===== src/rtl/pwm_quad_pkg.sv =====
package pwm_quad_pkg;
  // register addresses
  localparam int A_CTRL   = 0;
  localparam int A_PERIOD = 1;
  localparam int A_DUTY0  = 2;
  // control word bit positions
  localparam int CB_CENTER = 0;
  localparam int CB_DOUBLE = 1;
  localparam int CB_COMP0  = 2;
  // smallest usable period
  localparam int MIN_PERIOD = 2;

  typedef enum logic {DIR_UP = 1'b0, DIR_DOWN = 1'b1} cnt_dir_e;
endpackage


===== src/rtl/pwm_quad_regs.sv =====
module pwm_quad_regs
  import pwm_quad_pkg::*;
#(
  parameter int CNT_W      = 16,
  parameter int N_PAIRS    = 2,
  parameter int ADDR_W     = 3,
  parameter int RST_PERIOD = 16
) (
  input  logic                                 clk,
  input  logic                                 rst,
  input  logic                                 wr_en,
  input  logic [ADDR_W-1:0]                    wr_addr,
  input  logic [CNT_W-1:0]                     wr_data,
  input  logic                                 load_full,
  input  logic                                 load_duty,
  output logic [CB_COMP0+N_PAIRS-1:0]          act_ctrl,
  output logic [CNT_W-1:0]                     act_period,
  output logic [2*N_PAIRS-1:0][CNT_W-1:0]      act_duty
);
  localparam int N_OUT  = 2 * N_PAIRS;
  localparam int CTRL_W = CB_COMP0 + N_PAIRS;

  logic [CTRL_W-1:0]            sh_ctrl;
  logic [CNT_W-1:0]             sh_period;
  logic [N_OUT-1:0][CNT_W-1:0]  sh_duty;
  logic                         hit_ctrl, hit_period;
  logic [N_OUT-1:0]             hit_duty;

  assign hit_ctrl   = wr_en && (wr_addr == ADDR_W'(A_CTRL));
  assign hit_period = wr_en && (wr_addr == ADDR_W'(A_PERIOD));

  for (genvar i = 0; i < N_OUT; i++) begin : g_hit
    assign hit_duty[i] = wr_en && (wr_addr == ADDR_W'(A_DUTY0 + i));
  end

  // staging copies
  always_ff @(posedge clk) begin
    if (rst) begin
      sh_ctrl   <= '0;
      sh_period <= CNT_W'(RST_PERIOD);
      sh_duty   <= '0;
    end else begin
      if (hit_ctrl) sh_ctrl <= wr_data[CTRL_W-1:0];
      if (hit_period)
        sh_period <= (wr_data < CNT_W'(MIN_PERIOD)) ? CNT_W'(MIN_PERIOD) : wr_data;
      for (int i = 0; i < N_OUT; i++)
        if (hit_duty[i]) sh_duty[i] <= wr_data;
    end
  end

  // active copies, loaded at reload points
  always_ff @(posedge clk) begin
    if (rst) begin
      act_ctrl   <= '0;
      act_period <= CNT_W'(RST_PERIOD);
      act_duty   <= '0;
    end else begin
      if (load_full) begin
        act_ctrl   <= sh_ctrl;
        act_period <= sh_period;
      end
      if (load_full || load_duty) act_duty <= sh_duty;
    end
  end

  p_period_hold_r7: assert property (@(posedge clk) disable iff (rst)
    !load_full |=> $stable(act_period));
  p_duty_hold_r7: assert property (@(posedge clk) disable iff (rst)
    !(load_full || load_duty) |=> $stable(act_duty));
  p_ctrl_hold_r8: assert property (@(posedge clk) disable iff (rst)
    (load_duty && !load_full) |=> $stable(act_ctrl) && $stable(act_period));
  p_period_min_r11: assert property (@(posedge clk) disable iff (rst)
    act_period >= CNT_W'(MIN_PERIOD));
endmodule


===== src/rtl/pwm_quad_timebase.sv =====
module pwm_quad_timebase
  import pwm_quad_pkg::*;
#(
  parameter int CNT_W = 16
) (
  input  logic             clk,
  input  logic             rst,
  input  logic             en,
  input  logic             center,
  input  logic             dbl,
  input  logic [CNT_W-1:0] period,
  output logic [CNT_W-1:0] cnt,
  output logic             load_full,
  output logic             load_duty,
  output logic             sync
);
  cnt_dir_e         dir;
  logic             at_start, at_mid;
  logic [CNT_W-1:0] cnt_inc, top_m1;

  assign cnt_inc = cnt + CNT_W'(1);
  assign top_m1  = period - CNT_W'(1);

  always_comb begin
    at_start = en && (center ? (dir == DIR_DOWN && cnt == CNT_W'(1)) : (cnt == top_m1));
    at_mid   = en && center && dbl && (dir == DIR_UP) && (cnt == top_m1);
  end

  assign load_full = at_start || !en;
  assign load_duty = at_mid;

  always_ff @(posedge clk) begin
    if (rst) begin
      cnt  <= '0;
      dir  <= DIR_UP;
      sync <= 1'b0;
    end else if (!en) begin
      cnt  <= '0;
      dir  <= DIR_UP;
      sync <= 1'b0;
    end else begin
      sync <= at_start || at_mid;
      if (at_start) begin
        cnt <= '0;
        dir <= DIR_UP;
      end else if (center) begin
        if (dir == DIR_UP) begin
          cnt <= cnt_inc;
          if (cnt_inc == period) dir <= DIR_DOWN;
        end else begin
          cnt <= cnt - CNT_W'(1);
        end
      end else begin
        cnt <= cnt_inc;
      end
    end
  end

  p_cnt_edge_r2: assert property (@(posedge clk) disable iff (rst)
    (en && !center) |-> cnt < period);
  p_cnt_center_r3: assert property (@(posedge clk) disable iff (rst)
    center |-> cnt <= period);
  p_sync_single_r9: assert property (@(posedge clk) disable iff (rst)
    sync |=> !sync);
  p_hold_off_r10: assert property (@(posedge clk) disable iff (rst)
    !en |=> cnt == '0);
endmodule


===== src/rtl/pwm_quad_outstage.sv =====
module pwm_quad_outstage #(
  parameter int CNT_W   = 16,
  parameter int N_PAIRS = 2
) (
  input  logic                            clk,
  input  logic                            rst,
  input  logic                            en,
  input  logic [CNT_W-1:0]                cnt,
  input  logic [CNT_W-1:0]                period,
  input  logic [2*N_PAIRS-1:0][CNT_W-1:0] duty,
  input  logic [N_PAIRS-1:0]              comp,
  output logic [2*N_PAIRS-1:0]            pwm
);
  localparam int N_OUT = 2 * N_PAIRS;

  logic [N_OUT-1:0] raw, nxt;

  for (genvar i = 0; i < N_OUT; i++) begin : g_cmp
    assign raw[i] = (duty[i] != '0) && ((duty[i] >= period) || (cnt < duty[i]));
  end

  for (genvar p = 0; p < N_PAIRS; p++) begin : g_pair
    assign nxt[2*p]   = raw[2*p];
    assign nxt[2*p+1] = comp[p] ? !raw[2*p] : raw[2*p+1];

    p_comp_pair_r4: assert property (@(posedge clk) disable iff (rst)
      $past(en && comp[p]) |-> (pwm[2*p+1] == !pwm[2*p]));
  end

  always_ff @(posedge clk) begin
    if (rst) pwm <= '0;
    else     pwm <= en ? nxt : '0;
  end

  p_zero_duty_r6: assert property (@(posedge clk) disable iff (rst)
    $past(en && duty[0] == '0) |-> !pwm[0]);
  p_full_duty_r6: assert property (@(posedge clk) disable iff (rst)
    $past(en && duty[0] >= period) |-> pwm[0]);
endmodule


===== src/rtl/pwm_quad_gen.sv =====
module pwm_quad_gen
  import pwm_quad_pkg::*;
#(
  parameter int CNT_W      = 16,
  parameter int N_PAIRS    = 2,
  parameter int ADDR_W     = 3,
  parameter int RST_PERIOD = 16
) (
  input  logic                   clk,
  input  logic                   rst,
  input  logic                   en,
  input  logic                   wr_en,
  input  logic [ADDR_W-1:0]      wr_addr,
  input  logic [CNT_W-1:0]       wr_data,
  output logic [2*N_PAIRS-1:0]   pwm_out,
  output logic                   sync_pulse
);
  localparam int N_OUT  = 2 * N_PAIRS;
  localparam int CTRL_W = CB_COMP0 + N_PAIRS;

  logic [CTRL_W-1:0]           act_ctrl;
  logic [CNT_W-1:0]            act_period;
  logic [N_OUT-1:0][CNT_W-1:0] act_duty;
  logic [CNT_W-1:0]            cnt;
  logic                        load_full, load_duty;

  pwm_quad_regs #(
    .CNT_W(CNT_W), .N_PAIRS(N_PAIRS), .ADDR_W(ADDR_W), .RST_PERIOD(RST_PERIOD)
  ) u_regs (
    .clk(clk), .rst(rst), .wr_en(wr_en), .wr_addr(wr_addr), .wr_data(wr_data),
    .load_full(load_full), .load_duty(load_duty),
    .act_ctrl(act_ctrl), .act_period(act_period), .act_duty(act_duty)
  );

  pwm_quad_timebase #(.CNT_W(CNT_W)) u_tb (
    .clk(clk), .rst(rst), .en(en),
    .center(act_ctrl[CB_CENTER]), .dbl(act_ctrl[CB_DOUBLE]), .period(act_period),
    .cnt(cnt), .load_full(load_full), .load_duty(load_duty), .sync(sync_pulse)
  );

  pwm_quad_outstage #(.CNT_W(CNT_W), .N_PAIRS(N_PAIRS)) u_out (
    .clk(clk), .rst(rst), .en(en), .cnt(cnt), .period(act_period),
    .duty(act_duty), .comp(act_ctrl[CTRL_W-1:CB_COMP0]), .pwm(pwm_out)
  );

  p_disabled_low_r10: assert property (@(posedge clk) disable iff (rst)
    !en |=> (pwm_out == '0) && !sync_pulse);
endmodule


===== config.mk =====
export PLATFORM = sky130hd
export DESIGN_NAME = pwm_quad_gen
export DESIGN_NICKNAME = d
export VERILOG_FILES = /design/src/rtl/pwm_quad_pkg.sv /design/src/rtl/pwm_quad_regs.sv /design/src/rtl/pwm_quad_timebase.sv /design/src/rtl/pwm_quad_outstage.sv /design/src/rtl/pwm_quad_gen.sv
export SDC_FILE = /design/constraint.sdc
export NUM_CORES = 1
export LEC_CHECK = 0
export ABC_CLOCK_PERIOD_IN_PS = 2780
export BUFFER_PORTS_ARGS = -buffer_cell sky130_fd_sc_hd__buf_2
export CAP_MARGIN = 5
export CORE_MARGIN = 4
export CORE_UTILIZATION = 55
export DETAILED_ROUTE_END_ITERATION = 7
export GPL_TIMING_DRIVEN = 0
export PLACE_DENSITY = 0.7
export SYNTH_ARGS = -nofsm -noshare
export SYNTH_HDL_FRONTEND = slang
export SYNTH_SLANG_ARGS = --single-unit

===== constraint.sdc =====
create_clock -name clk -period 2.78 [get_ports clk]
set_clock_uncertainty 0.1 [all_clocks]
set_input_delay 0.556 -clock clk [delete_from_list [all_inputs] [get_ports clk]]
set_output_delay 0.556 -clock clk [all_outputs]
set_load 0.005 [all_outputs]

; ---- Yosys cells after proc, flatten, opt, wreduce, memory -nomap -nowiden
; Cells that the tools add are included.
[word_totals]
regBits = 190
inputBits = 23
output_inout_bits = 5
elab_cells = 79
[op_classes]
add_sub_neg = 3
order_cmp = 9
n_eq_ne = 8
mux = 8
n_bitwise = 2
n_reduce_logical = 33
[op_table]
columns = cell, n
row1 = greater-or-equal comparator 16 bit, 4
row2 = less-than comparator 16 bit, 4
row3 = nonzero test 16 bit, 4
row4 = two-way mux 16 bit, 3
row5 = equality test 16 bit, 2
row6 = "subtractor 16 x 1 -> 16 bit, second input constant", 2
row7 = "adder 16 x 1 -> 16 bit, second input constant", 1
row8 = "equality test 16 x 1 -> 1 bit, second input constant", 1
row9 = logical AND 1 bit, 16
row10 = "less-than comparator 16 x 2 -> 1 bit, second input constant", 1
row11 = logical OR 1 bit, 7
row12 = "equality test 3 x 2 -> 1 bit, second input constant", 2
row13 = "equality test 3 bit, second input constant", 2
row14 = two-way mux 1 bit, 5
row15 = "equality test 3 x 1 -> 1 bit, second input constant", 1
row16 = zero test 1 bit, 3
row17 = zero test 3 bit, 1
row18 = OR reduction 3 bit, 1
row19 = inverter 1 bit, 2
row20 = OR reduction 2 bit, 1

; ---- Depth between registers and ports, before layout
[logic_depth]
depth_word = 6
mapped_depth = 13
depth_no_buf = 10

; ---- By module
; From an unflattened synthesis, not the netlist that was laid out.
[unflattened]
cells_unflattened = 1417
hier_area_um2 = 11224.5
[modules_own_cells]
columns = module, instances, cells_each, area_each_um2, seq_area_each_um2
row1 = pwm_quad_regs, 1, 722, 5993.2, 3363.2
row2 = pwm_quad_outstage, 1, 418, 3194.3, 80.1
row3 = pwm_quad_timebase, 1, 277, 2037.0, 360.3

; ---- Least setup slack after synthesis
; Ideal clock, no wire load.
[synth_path]
path_type = flip-flop to flip-flop
from = register u_regs.act_period[1]
to = register u_regs.act_duty[0] in the netlist's numbering
setup_time_ps = 72
arrival_ps = 2657
t_required_ps = 2608
slack_ps = -48
path_stages_with_launch = 13
path_buffers = 3
period_less_slack_ps = 2828
cell_sequence = dfxtp_1 inv_1 ha_1 nor3b_1 buf_2 xor2_1 o31ai_1 a211oi_1 nor3_1 a21oi_1 buf_6 buf_6 mux2i_1
[synth_via]
elab_chain_cells = 6
elab_cells_between_ends = 7
classes_between = 1 x add/sub / 1 x eq/ne / 1 x mux / 4 x reduce/logical
[synth_lines]
columns = element, line_no
row1 = "start, declared", pwm_quad_regs.sv:17  ; output logic [CNT_W-1:0] act_period,
row2 = "start signal, assigned", pwm_quad_regs.sv:55  ; act_period <= CNT_W'(RST_PERIOD);
row3 = "start signal, assigned", pwm_quad_regs.sv:60  ; act_period <= sh_period;
row4 = subtractor 16 x 1 -> 16 bit (*), pwm_quad_timebase.sv:22  ; assign top_m1 = period - CNT_W'(1);
row5 = equality test 16 bit (*), "pwm_quad_timebase.sv:25, pwm_quad_timebase.sv:26"
row6 = two-way mux 1 bit, pwm_quad_timebase.sv:25  ; at_start = en && (center ? (dir == DIR_DOWN && cnt == CNT_W'(1)) : (cnt == top_m1));
row7 = logical AND 1 bit, pwm_quad_timebase.sv:25
row8 = logical OR 1 bit, pwm_quad_timebase.sv:29  ; assign load_full = at_start || !en;
row9 = logical OR 1 bit (*), pwm_quad_regs.sv:62  ; if (load_full || load_duty) act_duty <= sh_duty;
row10 = "end signal, assigned", pwm_quad_regs.sv:62
row11 = "end, declared", pwm_quad_regs.sv:18  ; output logic [2*N_PAIRS-1:0][CNT_W-1:0] act_duty
; Every way passes the cells marked *; elsewhere a longest branch is shown, timed or not.
; A chain may end at the register's enable or synchronous reset.

; ---- Final worst setup path
[layout_path]
from = register u_regs.act_period[0]
to = register u_regs.act_period[1]
[layout_via]
elab_chain_cells = 5
[layout_lines]
columns = element, line_no
row1 = subtractor 16 x 1 -> 16 bit, pwm_quad_timebase.sv:22
row2 = equality test 16 bit, pwm_quad_timebase.sv:25
row3 = two-way mux 1 bit, pwm_quad_timebase.sv:25
row4 = logical AND 1 bit, pwm_quad_timebase.sv:25
row5 = logical OR 1 bit, pwm_quad_timebase.sv:29
; No other way between the ends.

==> run summary <==
The slew at the pin with the worst max-slew slack is 0.819 ns. The initial utilization of the core area, before any placement, comes to 55.7%. The count of cells along the worst hold path is 3. The flip-flop cell with the highest count after synthesis was sky130_fd_sc_hd__dfxtp_1. The capturing element type of the critical path is a register.

The vertical extent of the die was 154 um; the die outline width was 154 um. The clock reaches the later pin of the worst-skew pair after 0.46 ns. Setup repair after global routing could not meet its margin everywhere.

The logs give 9,923 for the via count of the first global-routing pass and 102 for the final count of negative-setup-slack endpoints. After clock tree synthesis, the clock-pin slew on the worst setup and hold paths is 0.08 ns. Traced cell by cell, the critical path runs through or4_4 > xor2_1 > a31oi_1 > o32ai_2 > o21ai_2 > nor4_4 > buf_6 > buf_4 > or3_1 > a21oi_2. The count of pins over their slew limit is 0, and the mean instance size in the synthesized netlist is 8.23 um2. The power density of the placed cells is 444 nW/um2, and the maximum clock path buffer count is 2. The tools report the hold path startpoint as wr_data[15]. In this run the tightest slew margin relative to its limit is 45.0%. Summing all placed instances gives a cell area of 12,200 um2.

The logs give 55,300 um for the wire length of the first global-routing pass and 0 for the overall overflow remaining after global route. The final reports fail on negative setup slack. Count of inserted antenna diode cells: 0.

Yosys printed 0 warnings. The most common cell after layout, fill and taps aside is sky130_fd_sc_hd__nand2_1. The tools report the number of maximum-capacitance violations as 0. The master of the slowest instance on the critical path was sky130_fd_sc_hd__or4_4. After detailed routing, the average wire length per cell comes to 20.1 um.

In this run, the number of DRC markers left after iteration 0 of detailed routing was 887. TritonCTS built the clock tree. In the routed layout, each cell is associated on average with a via count of 5.90. The run gives 3.04 ns as the required arrival time at the worst endpoint. The library cells used most frequently in the layout, excluding fill and tap cells, are sky130_fd_sc_hd__nand2_1, sky130_fd_sc_hd__dfxtp_1, sky130_fd_sc_hd__nand2b_1.

The tools report the number of nets produced by synthesis as 1,569. Once detailed placement completed, the half-perimeter wirelength came to 26,400 um. The part of the cycle the worst path needs is 109%, and the maximum VDD drop is 474 uV. For this design the top-level I/O count stands at 28. The remaining design rule violation count was 0.

After synthesis the netlist holds a flip-flop and latch count of 190. The floorplan has 53 rows. The net count of the finished layout is 1,639.

The logs give 10,500 for the overall via count from detail_route and 0.980 for the final weighted congestion of routability-driven global placement. The floorplan step defined a die boundary enclosing 23,600 um2. Tracing the worst setup path back leads to its startpoint at u_regs.act_period[0].

In this run the worst path has a maximum fanout of 8. The tools report the smallest setup slack after layout as -0.249 ns. Minimum clock period after layout: 3.03 ns. For this run, the detailed router's first-pass iteration total came to 8. In this run the critical register-to-register path is launched from u_regs.act_period[0]. For this run, the share of the core covered by cells in the final layout is 64.2%. The initial antenna violation count is 0.

The standard cell core area is 21,000 um2, and the share of flip-flops with an asynchronous set or reset after synthesis is 0%. The worst stage delay on the critical path works out to 0.63 ns. The count of nets left with antenna violations once routing finished came out at 0. The tools report the global routing usage summed across all routing layers as 29.8%.

In this run the number of cells on the critical path is 10. Overall routed net length: 35,700 um. The launching element type of the critical path was a register.

The flow ran to the end, but the final reports show violations. The TritonCTS buffer count was 17. The share of layout cells above drive strength 1 was 11.3%.

The worst hold path belongs to the class in2reg. The area of all placed cells without fillers is 13,500 um2. The achievable clock frequency is 0.330 GHz, and the maximum level of the CTS H-tree is 4. In this design, the largest share of critical-path delay is due to simple AND/OR/NAND/NOR gates. For the number of cells produced by synthesis, the log shows 1,418. The worst path buffer plus inverter count was 2; the share of the yosys chip area belonging to registers was 32.6%. For the unique cell type count in the Yosys netlist, the log shows 57. The tools report the final hold violation count as 0.

The depth of the worst register-to-register path works out to 10. Counting every sink on the clock net gives 190. Port buffer count: 25. The overall power consumption is 5.98 mW. The tree is rooted in a sky130_fd_sc_hd__clkbuf_16.

The class of the most critical setup path is reg2reg. After synthesis the cells add up to 11,700 um2. The number of flops mapped to enable cells by yosys was 0; the arrival time at the worst endpoint was 3.29 ns. Entering global routing, the biggest net connects 25 pins. Summed over all cells, the static leakage comes to 5.33 nW. Compared with the post-synthesis result, the final layout area differs by 15.3%.
## layer usage
layer	routed length [um]	global-route usage (%)	vias up	part of all wire (%)
li1	-	-	5078	-
met1	16000	42.2	4836	45
met2	15400	45.0	478	43
met3	2690	4.25	93	7.5
met4	1600	13.5	0	4.5
met5	0	0	-	0
## state kept, by name (all words and copies together), names as in the netlist
signal / count
u_tb.sync: 1
u_regs.act_duty: 64
u_regs.sh_ctrl: 4
u_regs.sh_period: 16
u_tb.cnt: 16
u_tb.dir: 1
u_regs.act_period: 16
u_regs.sh_duty: 64
u_out.pwm: 4
u_regs.act_ctrl: 4
## worst paths after layout
check	to	slack [ns]
setup / recovery	u_regs.act_period[1]	-0.25
hold / removal	u_regs.sh_duty[15]	0.30
setup reg to reg	u_regs.act_period[1]	-0.25
hold reg to reg	u_regs.sh_duty[28]	0.36
## through the flow
step / setup WS (ns) / TNS [ns] / hold slack (ns) / instances
floorplan: 0.00439 / 0 / 0.330 / 1418
global placement: -0.644 / -50.84 / 0.341 / 1718
detailed placement: -0.652 / -50.26 / 0.347 / 1718
CTS: -0.120 / -6.64 / 0.300 / 1768
global route: -0.317 / -28.05 / 0.323 / 1776
finish: -0.249 / -18.83 / 0.301 / 1776
## cell type report
class	instances	area (um2)
plain buffers	68	412
clock buffers	17	425
clock inverters	15	226
fillers	1844	7490
inverters	87	334
multi-input cells	1068	7430
flip-flops and latches	190	3840
well taps	275	344
repair buffers	56	453
## synth_stat cells, types with 3 or more instances
cell type	n	area, um2
sky130_fd_sc_hd__a2111oi_0	6	52.6
sky130_fd_sc_hd__a211oi_1	9	67.6
sky130_fd_sc_hd__nor2b_1	7	43.8
sky130_fd_sc_hd__nor3_1	18	90.1
sky130_fd_sc_hd__dfxtp_1	190	3800
sky130_fd_sc_hd__buf_6	7	78.8
sky130_fd_sc_hd__and2_1	19	119
sky130_fd_sc_hd__nand4_1	30	188
sky130_fd_sc_hd__nand3b_1	4	30.0
sky130_fd_sc_hd__xor2_1	27	236
sky130_fd_sc_hd__o2111ai_1	4	35.0
sky130_fd_sc_hd__nor2_1	45	169
sky130_fd_sc_hd__or3_1	18	113
sky130_fd_sc_hd__mux2i_1	72	721
sky130_fd_sc_hd__o211ai_1	7	52.6
sky130_fd_sc_hd__or2_2	3	18.8
sky130_fd_sc_hd__and3_1	5	31.3
sky130_fd_sc_hd__clkbuf_1	60	225
sky130_fd_sc_hd__o21ai_1	19	95.1
sky130_fd_sc_hd__a31oi_1	11	68.8
sky130_fd_sc_hd__nand2b_1	141	882
sky130_fd_sc_hd__o31ai_1	4	30.0
sky130_fd_sc_hd__ha_1	128	1600
sky130_fd_sc_hd__a21oi_1	129	646
sky130_fd_sc_hd__inv_1	87	327
sky130_fd_sc_hd__or4_1	4	30.0
sky130_fd_sc_hd__nand2_1	192	721
sky130_fd_sc_hd__buf_2	8	40.0
sky130_fd_sc_hd__o21ai_0	33	165
sky130_fd_sc_hd__xnor2_1	23	201
sky130_fd_sc_hd__o21a_1	6	45.0
sky130_fd_sc_hd__a21o_1	26	195
sky130_fd_sc_hd__nand3_1	16	80.1
sky130_fd_sc_hd__nor4_1	26	163
sky130_fd_sc_hd__o22ai_1	3	18.8
## logic make-up (layout without fill, tap and decap cells)
| logic type | count (synthesis) | count (layout) | synth area share [%] |
|---|---|---|---|
| xor gates and xnor gates | 50 | 50 | 3.75 |
| and+or+nand+nor | 541 | 543 | 24.0 |
| adders and majority gates | 128 | 128 | 13.7 |
| AOI/OAI and AO/OA | 274 | 274 | 13.9 |
| DFF | 190 | 190 | 32.6 |
| muxes | 73 | 73 | 6.27 |
| buffers and inverters | 162 | 243 | 5.74 |
## timing repair
| action | 4_1_cts | 5_1_grt |
|---|---|---|
| hold buffers | 0 | 0 |
| endpoints found under the setup margin | 103 | 104 |
| pin swaps | 21 | 16 |
| resized for setup | 64 | 37 |
| setup buffers | 18 | 5 |
| cloned | 7 | 3 |
## where the power goes
part	leakage (nW)	total (mW)	internal [mW]	switching [mW]
Combinational	3.47	0.518	0.221	0.297
Clock	0.315	2.67	1.29	1.38
Sequential	1.54	2.80	2.75	0.0410
## worst reg2reg max path, delay by kind of cell (launching register included)
kind | cells | cell delay, ns
buffers and inverters | 2 | 0.32
xor gates and xnor gates | 1 | 0.21
AOI/OAI and AO/OA | 4 | 0.90
and+or+nand+nor | 3 | 1.05
DFF | 1 | 0.38
No activity file was read; power rests on OpenSTA's default activity.
